### src/rtl/relay_pkg.sv
package relay_pkg;

  typedef enum logic [2:0] {
    ST_IDLE,
    ST_LAUNCH,
    ST_WAIT,
    ST_EVAL,
    ST_DONE
  } ctl_state_t;

  // Number of set bits; callers zero-extend to 256 bits.
  function automatic logic [8:0] count_ones(input logic [255:0] v);
    logic [8:0] c;
    c = '0;
    for (int i = 0; i < 256; i++) c = c + 9'(v[i]);
    return c;
  endfunction

  // True when a candidate should replace the kept pattern.
  function automatic logic beats_kept(input logic have_kept,
                                      input logic [8:0] cand_w,
                                      input logic [8:0] kept_w);
    return !have_kept || (cand_w < kept_w);
  endfunction

endpackage

### src/rtl/relay_strength_mux.sv
module relay_strength_mux #(
  parameter int N_LEGS = 3,
  parameter int ROW_W  = 32,
  parameter int LEG_W  = 2,
  parameter logic [N_LEGS*ROW_W-1:0] TABLE = '0
) (
  input  logic [LEG_W-1:0] leg_sel,
  output logic [ROW_W-1:0] row
);
  logic [ROW_W-1:0] picked [N_LEGS];

  for (genvar l = 0; l < N_LEGS; l++) begin : g_row
    assign picked[l] = (leg_sel == LEG_W'(l)) ? TABLE[l*ROW_W +: ROW_W] : '0;
  end

  always_comb begin
    row = '0;
    for (int l = 0; l < N_LEGS; l++) row = row | picked[l];
  end
endmodule

### src/rtl/relay_stall_track.sv
module relay_stall_track #(
  parameter int CNT_W = 3,
  parameter int PAT_W = 3
) (
  input  logic             clk,
  input  logic             rst_n,
  input  logic             leg_clear,
  input  logic             eval_fire,
  input  logic [CNT_W-1:0] fails,
  input  logic [PAT_W-1:0] patience,
  output logic [PAT_W-1:0] stall_cnt,
  output logic             new_min,
  output logic             stall_hit
);
  logic [CNT_W:0] min_fail;
  logic [PAT_W:0] stall_step;

  assign new_min    = {1'b0, fails} < min_fail;
  assign stall_step = {1'b0, stall_cnt} + 1'b1;
  assign stall_hit  = eval_fire && (patience != '0) && !new_min &&
                      (stall_step >= {1'b0, patience});

  always_ff @(posedge clk) begin
    if (!rst_n || leg_clear) begin
      min_fail  <= '1;
      stall_cnt <= '0;
    end else if (eval_fire) begin
      if (new_min) begin
        min_fail  <= {1'b0, fails};
        stall_cnt <= '0;
      end else if (!(&stall_cnt)) begin
        stall_cnt <= stall_step[PAT_W-1:0];
      end
    end
  end
endmodule

### src/rtl/relay_keep_best.sv
module relay_keep_best
  import relay_pkg::*;
#(
  parameter int N_VAR = 8,
  parameter int WT_W  = 4
) (
  input  logic             clk,
  input  logic             rst_n,
  input  logic             clear,
  input  logic             eval_fire,
  input  logic             cand_valid,
  input  logic [N_VAR-1:0] cand_vec,
  input  logic [WT_W-1:0]  cand_wt,
  output logic [N_VAR-1:0] best_vec,
  output logic [WT_W-1:0]  best_wt,
  output logic             best_valid,
  output logic             keep_upd
);
  assign keep_upd = eval_fire && cand_valid &&
                    beats_kept(best_valid, 9'(cand_wt), 9'(best_wt));

  always_ff @(posedge clk) begin
    if (!rst_n || clear) begin
      best_vec   <= '0;
      best_wt    <= '0;
      best_valid <= 1'b0;
    end else if (keep_upd) begin
      best_vec   <= cand_vec;
      best_wt    <= cand_wt;
      best_valid <= 1'b1;
    end
  end
endmodule

### src/rtl/relay_loop_ctrl.sv
module relay_loop_ctrl
  import relay_pkg::*;
#(
  parameter int N_VAR    = 8,
  parameter int N_CHK    = 6,
  parameter int N_LEGS   = 3,
  parameter int MAX_ITER = 6,
  parameter int STR_W    = 4,
  parameter int PAT_W    = 3,
  parameter bit STOP_ON_VALID = 1'b1,
  parameter logic [N_LEGS*N_VAR*STR_W-1:0] STRENGTH_TABLE = 96'h0F1E_2D3C_4B5A_6978_8796_A5B4,
  localparam int LEG_W = (N_LEGS > 1) ? $clog2(N_LEGS) : 1
) (
  input  logic                   clk,
  input  logic                   rst_n,
  input  logic                   start,
  input  logic [PAT_W-1:0]       patience,
  input  logic [N_VAR-1:0]       hard_dec,
  input  logic [N_CHK-1:0]       resid_syn,
  output logic                   iter_strobe,
  output logic                   belief_init,
  output logic [LEG_W-1:0]       leg_idx,
  output logic [N_VAR*STR_W-1:0] leg_strengths,
  output logic                   done,
  output logic                   success,
  output logic [N_VAR-1:0]       best_corr
);
  localparam int ROW_W = N_VAR * STR_W;
  localparam int CNT_W = $clog2(N_CHK + 1);
  localparam int WT_W  = $clog2(N_VAR + 1);
  localparam int IT_W  = $clog2(MAX_ITER + 1);

  ctl_state_t       state, nxt;
  logic [IT_W-1:0]  iter_cnt;
  logic [CNT_W-1:0] fails;
  logic [WT_W-1:0]  cand_wt, best_wt;
  logic [PAT_W-1:0] stall_cnt;
  logic             accept, launch, eval_fire, cand_valid, iter_last, last_leg;
  logic             leg_end, stop_now, leg_clear, stall_hit, new_min;
  logic             keep_upd, best_valid, go_on;

  // Internal events, named for the checker.
  assign accept     = start && (state == ST_IDLE || state == ST_DONE);
  assign launch     = (state == ST_LAUNCH);
  assign eval_fire  = (state == ST_EVAL);
  assign fails      = CNT_W'(count_ones(256'(resid_syn)));
  assign cand_wt    = WT_W'(count_ones(256'(hard_dec)));
  assign cand_valid = (fails == '0);
  assign iter_last  = (iter_cnt == IT_W'(MAX_ITER - 1));
  assign last_leg   = (leg_idx == LEG_W'(N_LEGS - 1));
  assign leg_end    = eval_fire && (cand_valid || stall_hit || iter_last);
  assign stop_now   = eval_fire && ((cand_valid && STOP_ON_VALID) || (leg_end && last_leg));
  assign go_on      = eval_fire && !leg_end;
  assign leg_clear  = accept || (leg_end && !stop_now);

  assign iter_strobe = launch || go_on;
  assign belief_init = launch && (leg_idx == '0);
  assign done        = (state == ST_DONE);
  assign success     = best_valid;

  always_comb begin
    nxt = state;
    case (state)
      ST_IDLE, ST_DONE: if (start) nxt = ST_LAUNCH;
      ST_LAUNCH:        nxt = ST_WAIT;
      ST_WAIT:          nxt = ST_EVAL;
      ST_EVAL: begin
        if (stop_now)     nxt = ST_DONE;
        else if (leg_end) nxt = ST_LAUNCH;
        else              nxt = ST_WAIT;
      end
      default:          nxt = ST_IDLE;
    endcase
  end

  always_ff @(posedge clk) begin
    if (!rst_n) begin
      state    <= ST_IDLE;
      leg_idx  <= '0;
      iter_cnt <= '0;
    end else begin
      state <= nxt;
      if (accept) begin
        leg_idx  <= '0;
        iter_cnt <= '0;
      end else if (eval_fire) begin
        if (leg_end) begin
          iter_cnt <= '0;
          if (!stop_now) leg_idx <= LEG_W'(leg_idx + 1'b1);
        end else begin
          iter_cnt <= IT_W'(iter_cnt + 1'b1);
        end
      end
    end
  end

  relay_strength_mux #(
    .N_LEGS(N_LEGS), .ROW_W(ROW_W), .LEG_W(LEG_W), .TABLE(STRENGTH_TABLE)
  ) u_mux (
    .leg_sel(leg_idx),
    .row    (leg_strengths)
  );

  relay_stall_track #(.CNT_W(CNT_W), .PAT_W(PAT_W)) u_stall (
    .clk      (clk),
    .rst_n    (rst_n),
    .leg_clear(leg_clear),
    .eval_fire(eval_fire),
    .fails    (fails),
    .patience (patience),
    .stall_cnt(stall_cnt),
    .new_min  (new_min),
    .stall_hit(stall_hit)
  );

  relay_keep_best #(.N_VAR(N_VAR), .WT_W(WT_W)) u_best (
    .clk       (clk),
    .rst_n     (rst_n),
    .clear     (accept),
    .eval_fire (eval_fire),
    .cand_valid(cand_valid),
    .cand_vec  (hard_dec),
    .cand_wt   (cand_wt),
    .best_vec  (best_corr),
    .best_wt   (best_wt),
    .best_valid(best_valid),
    .keep_upd  (keep_upd)
  );
endmodule

### config.mk
export PLATFORM = sky130hd
export DESIGN_NAME = relay_loop_ctrl
export DESIGN_NICKNAME = d
export VERILOG_FILES = /design/src/rtl/relay_pkg.sv /design/src/rtl/relay_strength_mux.sv /design/src/rtl/relay_stall_track.sv /design/src/rtl/relay_keep_best.sv /design/src/rtl/relay_loop_ctrl.sv
export SDC_FILE = /design/constraint.sdc
export NUM_CORES = 1
export LEC_CHECK = 0
export CAP_MARGIN = 20
export CORE_ASPECT_RATIO = 0.6
export CORE_UTILIZATION = 50
export CTS_CLUSTER_DIAMETER = 200
export DETAILED_ROUTE_END_ITERATION = 10
export GPL_TIMING_DRIVEN = 0
export PLACE_DENSITY = 0.86
export SETUP_SLACK_MARGIN = 0.5
export SLEW_MARGIN = 30
export SYNTH_ARGS = -nofsm -noshare
export SYNTH_HDL_FRONTEND = slang
export SYNTH_SLANG_ARGS = --single-unit
export TNS_END_PERCENT = 20
### constraint.sdc
create_clock -name clk -period 10.3 [get_ports clk]
set_input_delay 2.575 -clock clk [delete_from_list [all_inputs] [get_ports clk]]
set_output_delay 2.575 -clock clk [all_outputs]
set_load 0.05 [all_outputs]
[Word level (Yosys, flattened, before mapping)]
Index checks and enable logic that the tools add are counted.
Word-level totals
  register bits after elaboration: 28
  RAM bits: 0
  output and inout port bits: 46
  memories: 0
  logic and storage cells: 85
  memory bits (read-only): 0
  latch bits: 0
  input port bits: 20
Cells by class
  equal/unequal tests: 9
  shift operators: 0
  bitwise gates (word level): 4
  mux-type cells: 10
  reduce and logical (&&, ||, !) cells: 36
  magnitude comparators: 3
  multipliers: 0
  div/mod/pow operators: 0
  add/subtract/negate cells: 15
Operator list (count)
  bitwise OR 32 bit: 2
  2-to-1 mux 32 bit: 1
  2-to-1 mux 31 bit: 1
  2-to-1 mux 28 bit: 1
  adder 4 x 1 -> 4 bit: 4
  2-to-1 mux 3 bit: 5
  logical AND 1 bit: 12
  one-hot mux 3 bit (4 select lines): 1
  adder 3 x 1 -> 3 bit: 3
  logical OR 1 bit: 9
  adder 2 x 1 -> 3 bit: 2
  == test 3 x 2 -> 1 bit (second input constant): 2
  == test 3 bit (second input constant): 2
  logical NOT 3 bit: 2
  AND reduction 3 bit: 2
  logical NOT 1 bit: 5
  adder 1 x 1 -> 2 bit: 2
  adder 3 x 1 -> 4 bit: 1
  adder 3 x 1 -> 4 bit (second input constant): 1
  greater-or-equal comparator 4 x 3 -> 1 bit: 1
  < comparator 3 x 4 -> 1 bit: 1
  < comparator 4 bit: 1
  AND reduction 2 bit: 2
  OR reduction 2 bit: 2
  other kinds (11): 12

[Longest topological paths before layout]
Gate-level depths: netlist (run 1).
  depth in word-level cells: 19
  mapped depth: 14
  gate-level depth less buffers: 14

[Cells and area by module]
Synthesis (run 1) repeated with hierarchy kept, for this count alone.
Second synthesis, totals
  cells, all modules: 263
  area total of the unflattened synthesis: 2242.2 sq um
Modules (own cells, without submodules)
  relay_loop_ctrl: area an instance 827.0 sq um, times used 1, cells each 96
  relay_keep_best: area an instance 610.6 sq um, times used 1, cells each 69
  relay_stall_track: area an instance 530.5 sq um, times used 1, cells each 62
  relay_strength_mux: area an instance 274.0 sq um, times used 1, cells each 36

[Worst setup path after synthesis (run 1)]
No wires, ideal clock.
  path type: input -> output
  start point: in resid_syn[0]
  end point: out iter_strobe
  stages: 14
  data required time: 7725 ps
  slack: 1644 ps
  arrival time: 6081 ps
  buffers on the path: 0
  cells stage by stage: inv_1 -> fa_1 -> fa_1 -> inv_1 -> ha_1 -> inv_1 -> fa_1 -> inv_1 -> ha_1 -> a21o_1 -> a31oi_1 -> or4b_4 -> nand3_1 -> a21oi_1
On the way
  cells in the longest elaborated chain, start to end: 15
RTL lines
  from (decl): RTL line relay_loop_ctrl.sv:19  | input logic [N_CHK-1:0] resid_syn,
  adder 1 x 1 -> 2 bit (*): RTL line relay_pkg.sv:15  | for (int i = 0; i < 256; i++) c = c + 9'(v[i]);
  adder 2 x 1 -> 3 bit (*): RTL line relay_pkg.sv:15
  adder 3 x 1 -> 3 bit (*) (3 in series): RTL line relay_pkg.sv:15
  named net fails[1]: RTL line relay_loop_ctrl.sv:35  | logic [CNT_W-1:0] fails;
  < comparator 3 x 4 -> 1 bit: RTL line relay_stall_track.sv:18  | assign new_min = {1'b0, fails} < min_fail;
  logical NOT 1 bit: RTL line relay_stall_track.sv:20  | assign stall_hit = eval_fire && (patience != '0) && !new_min &&
  logical AND 1 bit (2 in series): RTL line relay_stall_track.sv:20
  logical OR 1 bit (*) (2 in series): RTL line relay_loop_ctrl.sv:51  | assign leg_end = eval_fire && (cand_valid || stall_hit || iter_last);
  logical AND 1 bit (*): RTL line relay_loop_ctrl.sv:51
  logical NOT 1 bit (*): RTL line relay_loop_ctrl.sv:53  | assign go_on = eval_fire && !leg_end;
  logical AND 1 bit (*): RTL line relay_loop_ctrl.sv:53
  logical OR 1 bit (*): RTL line relay_loop_ctrl.sv:56  | assign iter_strobe = launch || go_on;
  to (decl): RTL line relay_loop_ctrl.sv:20  | output logic iter_strobe,
The timed path passes the listed nets; every way through them passes the cells marked *.

[Worst setup path in the final report (run 1)]
Same ends and word-level chain as after synthesis.

==> metrics, run 1 <==
number of setup buffers added after CTS 0; synthesized area per cell around 8.6 um^2; final wirelength approximately 4400 um; Global Route Usage Sum 0.215; Max-Slew Margin vs Limit 0.607; TritonCTS Buffers 3; Routed Antenna Nets 0; latest clock arrival within the worst-skew pair 0.27 ns; CTS tree done; Yosys warnings 0; final HPWL from detailed placement 3570 um; H-tree depth 1; die area 4330 um^2; Max rail drop VDD roughly 0.000079 V; power density cells about 94 nW/um^2; leading area contributor after synthesis dfxtp_1; Chip Height about 50 um; vias per cell ~5.0; failing checks DRC; vias in the first global route about 1600; actual slew at the worst max-slew pin just under 0.6 ns; placed cell area roughly 2700 um^2; clk buf depth 2; endpoints failing setup 0; crit path kind in2out; initial DRC count between 100 and 150; Synth Instances between 200 and 250; total gr overflow 0; Req. time, crit path roughly 7.7 ns; RSZ-0062 raised after global routing false; max_cap viols 0; Worst EP arrival 6.65 ns; design area 2730 um^2; Die X about 84 um; Hold Vio Cnt, Final 0; Post-CTS Hold Fix Bufs 0; Setup WS post-layout 1.07 ns; final worst-path cycle share 0.896; area delta synth->final 34.4%; CP cell instances clkdlybuf4s50_1, inv_1, fa_1, fa_1, inv_1, ha_1, inv_1, fa_1, inv_1, ha_1, a21o_1, a31oi_1, or4b_4, nand3_1, a21oi_1, dlymetal6s2s_1; Critical Path Sink Type output pin; row count 17; Setup crit start kind primary input; pre-CTS WS 0.707 ns; CTS Sinks 28; Max stage delay on crit path between 0.5 and 0.6 ns; DR vias between 1500 and 2000; CP Max Fanout 5; Core ar. approximately 3800 um^2; Nets 353; Slowest-stage cell, CP fa_1; share of flip-flops with an asynchronous set or reset 0; layout cells sized above 1 0.122; Post-route DRC 7; initial core utilization 0.537; PortBufs 57; average wire per cell in the routed design about 12 um; top cells by area, synth dfxtp_1 28%, ha_1 12%, buf_4 11%, mux2i_1 8.4%, nand2_1 7.2%; Main synth FF type dfxtp_1; Cell Area, Synth 2030 um^2; Netlist cell types 38; fmax 108 MHz; first-pass GRT wire length 7380 um; initial antenna violation count 0; Worst-path clk slew about 0.090 ns; CP dominant cell by count inv_1; post-CTS sizing 0; Setup TNS 0 ns; largest net degree at the start of global routing 15; clk_skew 0.00446 ns; LEAKAGE 1.22 nW; Final Slew Violations 0; FF+latch count, synth 28; routability cong. about 0.76; drt pass-1 iters 7; Tmin final about 9 ns; fin cells roughly 350; DP Cell Count roughly 350; register area share after synthesis 0.276; status finished, violations left; Root Driver clkbuf_8; Post-synth EDFFs 0; worst hold path class reg2reg; I/O pin cnt 66; Synth top area share 0.276; ant diodes 0
placed cells by master (no fill, tap or decap), types with 4 or more instances in the layout:
cell,synthesis,routed
a31oi_1,4,4
buf_4,30,30
clkbuf_1,4,4
clkdlybuf4s50_1,0,56
conb_1,1,8
dfxtp_1,28,28
fa_1,7,7
ha_1,20,20
inv_1,31,31
mux2i_1,17,17
nand2_1,39,39
nand3_1,6,6
nor2_1,5,5
nor3_1,4,4
nor3b_1,4,4
o21ai_0,4,4
report_power, final:
group / internal (mW) / total [mW] / switching (mW)
logic: 0.0371 / 0.0886 / 0.0515
clock network: 0.0262 / 0.0583 / 0.0321
registers: 0.110 / 0.110 / 0.000726
total: 0.173 / 0.257 / 0.0843
metal layers:
layer,wire length (um),GRT usage
met3,376,0.0533
met5,0,0
met2,1960,0.372
met1,1990,0.281
met4,21,0.0259
worst max-delay path: cells and delay by family:
kind                     cells  cell delay [ns]
adder cells (fa/ha/maj)      5             1.82
buffers and inverters        6             1.17
AO/OA/AOI/OAI                3             0.66
AND/OR/NAND/NOR              2             0.44
per-stage QoR:
| step | util | power (mW) | hold slack, ns |
|---|---|---|---|
| after CTS | 0.721 | 0.258 | 0.467 |
| after detailed placement | 0.710 | 0.200 | 0.447 |
| after global routing | 0.721 | 0.274 | 0.477 |
| after global placement | 0.710 | 0.196 | 0.443 |
| after floorplan | - | 0.175 | 0.435 |
| final | 0.721 | 0.257 | 0.466 |
final cells by class:
cell class | count | area [um^2]
tap | 47 | 58.8
timing repair buffer | 57 | 573
fill | 295 | 1050
clock buffer | 3 | 41.3
buffer | 34 | 240
multi-input combinational | 151 | 1140
inverter | 31 | 116
sequential | 28 | 561
final timing paths:
path | startpoint | to | slack (ns) | depth (start not counted)
max reg2reg | u_stall.stall_cnt[0] | leg_idx[1] | 7.68 | 8
min | u_best.best_vec[0] | u_best.best_vec[0] | 0.47 | 2
min reg2reg | u_best.best_vec[0] | u_best.best_vec[0] | 0.47 | 2
max | resid_syn[0] | iter_strobe | 1.07 | 16
synth_stat cells, drive strengths merged (5+ instances only):
cell   instances
nor2           5
dfxtp         28
mux2i         17
ha            20
buf           30
nand2         39
nand3          6
inv           31
fa             7
cell families (layout without fill, tap and decap cells):
group / after synthesis / in the layout / share of synthesized area
mux: 17 / 17 / 0.0837
buf+inv: 65 / 125 / 0.175
compound gates: 28 / 28 / 0.101
other cells: 1 / 8 / 0.00185
fa+ha+maj: 27 / 27 / 0.192
xor+xnor: 1 / 1 / 0.00431
flops: 28 / 28 / 0.276
simple gates: 70 / 70 / 0.166
sequential cells by signal (all words and copies together) (netlist names):
register,flops
u_best.best_vec,8
u_best.best_wt,4
u_stall.min_fail,4
iter_cnt,3
state,3
u_stall.stall_cnt,3
leg_idx,2
u_best.best_valid,1
(Power assumes the default switching activity.)
==> inputs of run 2 (changes only) <==
ABC_AREA = 1   (was default)
GPL_TIMING_DRIVEN = 1   (was 0)
PLACE_DENSITY = 0.85   (was 0.86)
==> run 2 against run 1 <==
The flow now finishes without violations. Utilization fell by 5.7 points. Fmax fell by 0.52%. Register-to-register slack improved by 0.75 ns. Synthesized cell count rose by 15%. Final area fell by 6.8%. Wire length fell by 7.1%. Sequential share of layout area rose by 1.5 points. Clock skew barely moved. Power rose by 7.1%. Count of clock-buffer cells in the layout did not move. Largest cell class unchanged. Highest routed layer unchanged.
==> metrics, run 2 <==
Worst R2R End u_stall.min_fail[3]; Hold Path Origin u_best.best_vec[0]; H-tree depth 1; Synth top area share 0.268; leading area contributor after synthesis dfxtp_1; vias per cell between 4 and 5; status complete, no violations; fmax 108 MHz; global routing's busiest layer met2; power density cells about 110 nW/um^2; CP dominant cell by count inv_1; latest clock arrival within the worst-skew pair around 0.28 ns; list of most frequent post-synthesis cells 55 x inv_1, 48 x nand2_1, 28 x dfxtp_1, 27 x buf_4, 21 x a21oi_1; Req. time, crit path between 7 and 8 ns; initial DRC count 76; R2R cell count 11; Die X 85.4 um; largest net degree at the start of global routing 16; endpoints failing setup 0; vias in the first global route about 1500; Pwr Total around 0.28 mW; I/O pin cnt 66; Netlist cell types 32; Max rail drop VDD roughly 0.000055 V; largest registers u_best.best_vec x8, u_best.best_wt x4, u_stall.min_fail x4; most frequent cell after synthesis inv_1; Yosys warnings 0; Cells on Worst Hold Path 2; Routed Antenna Nets 0; ant diodes 0; final wirelength about 4000 um; Root Driver clkbuf_8; Post-route DRC 0; DR vias 1686; PortBufs 57; worst r2r src u_stall.stall_cnt[0]; post-CTS sizing 0; drt pass-1 iters 4; clk_skew between 0.004 and 0.005 ns; first-pass GRT wire length 6800 um; Hold Vio Cnt, Final 0; LEAKAGE roughly 1.2 nW; most frequent cells in the layout 57 x clkdlybuf4s50_1, 55 x inv_1, 48 x nand2_1; CP cell instances clkdlybuf4s50_1, inv_1, fa_1, fa_1, inv_1, ha_1, inv_1, fa_1, inv_1, ha_1, nand2_1, nand2_1, nand2_2, nand2_4, nand3_2, nand2_4, inv_1, nand2_1, nand2_1, clkdlybuf4s50_1; Cell Area, Synth about 2100 um^2; delay-heaviest family, CP adder cells; Slowest-stage cell, CP clkdlybuf4s50_1; CP Max Fanout 6; Worst EP arrival between 6 and 7 ns; clk buf depth 2; Biggest register u_best.best_vec; R2R setup slack 8.43 ns; FF+latch count, synth 28; worst hold path class reg2reg; met3 Use GR 0.0444; actual slew at the worst max-slew pin slightly above 0.5 ns; register area share after synthesis 0.268; Max-Slew Margin vs Limit 0.658; Nets between 300 and 400; initial core utilization 0.545; area delta synth->final 21.9%; final HPWL from detailed placement 3300 um; Core ar. 3830 um^2; die area ~4400 um^2; row count 17; commonest non-fill, non-tap cell in the layout clkdlybuf4s50_1; synthesized area per cell 7.65 um^2; max_cap viols 0; CTS Sinks 28; RSZ-0062 raised after global routing false; Max stage delay on crit path around 0.80 ns; average wire per cell in the routed design 11.4 um; initial antenna violation count 0; routability cong. approximately 0.84; Final Slew Violations 0; total gr overflow 0; TritonCTS Buffers 3; share of flip-flops with an asynchronous set or reset 0; worst path buffer plus inverter count 7; Post-synth EDFFs 0; final worst-path cycle share 0.900; crit path kind in2out; Worst-path clk slew approximately 0.09 ns; top cells by area, synth dfxtp_1 27%, ha_1 12%, inv_1 9.9%, buf_4 9.7%, nand2_1 8.6%; CTS tree done; Chip Height ~52 um; Critical Path Sink Type output pin; met1 GRT Util 0.275; Tmin final about 9 ns; max reg flops 8; layout cells sized above 1 0.0680; Post-CTS Hold Fix Bufs 0; Setup crit start kind primary input; number of setup buffers added after CTS 0; Global Route Usage Sum 0.199; Global Route met2 Usage 0.308; Setup TNS 0 ns; Main synth FF type dfxtp_1; Synth Instances ~270; Worst Hold End u_best.best_vec[0]
[run 2: worst reg2reg max path: stages, from the launching register on]
cell and delay [ns]:
dfxtp_1 0.36, ha_1 0.21, ha_1 0.29, ha_1 0.28, nand2_1 0.07, nand2_1 0.06
nand3_2 0.09, nand2_4 0.08, nand3_4 0.10, nand2_4 0.08, inv_2 0.09, nand2_1 0.05
[run 2: worst max path at each step]
| stage | startpoint | end | slack [ns] | cells after the start |
|---|---|---|---|---|
| final | resid_syn[0] | iter_strobe | 1.03 | 20 |
| after global routing | resid_syn[0] | iter_strobe | 0.81 | 20 |
| after CTS | resid_syn[0] | iter_strobe | 1.01 | 20 |
| after detailed placement | resid_syn[0] | iter_strobe | 0.98 | 20 |
| after global placement | resid_syn[0] | iter_strobe | 1.16 | 20 |
| after floorplan | resid_syn[0] | iter_strobe | 2.24 | 18 |
[run 2: power breakdown]
group / switching, mW / internal (mW)
combinational: 0.0657 / 0.0377
clock: 0.0335 / 0.0263
sequential: 0.00204 / 0.110
[run 2: cell families (layout without fill, tap and decap cells)]
| family | Yosys count | in the layout | share of synthesized area |
|---|---|---|---|
| other | 1 | 8 | 0.00180 |
| AO/OA/AOI/OAI | 36 | 36 | 0.0971 |
| XOR/XNOR | 2 | 2 | 0.00839 |
| AND/OR/NAND/NOR | 89 | 89 | 0.216 |
| buffers and inverters | 90 | 119 | 0.221 |
| flip-flops | 28 | 28 | 0.268 |
| adder cells (fa/ha/maj) | 27 | 27 | 0.187 |
[run 2: final cells by class]
type,instances,area [um^2]
timing repair buffer,57,571
tap,47,58.8
fill,305,1280
multi-input combinational,162,1090
inverter,59,221
clock buffer,3,41.3
sequential,28,561
[run 2: routing by layer]
layer,part of all wire,routed length [um]
met1,0.51,2050
met2,0.43,1720
met3,0.061,246
met4,0.0072,29
met5,0,0
[run 2: metrics by stage]
stage	std cells	util	area, um^2	worst slack (ns)	hold slack [ns]
2_1_floorplan	280	-	2110	2.24	0.435
3_3_place_gp	353	0.654	2500	1.16	0.449
3_5_place_dp	353	0.654	2500	0.979	0.453
4_1_cts	356	0.665	2540	1.01	0.467
5_1_grt	356	0.665	2540	0.809	0.480
6_report	356	0.665	2540	1.03	0.468
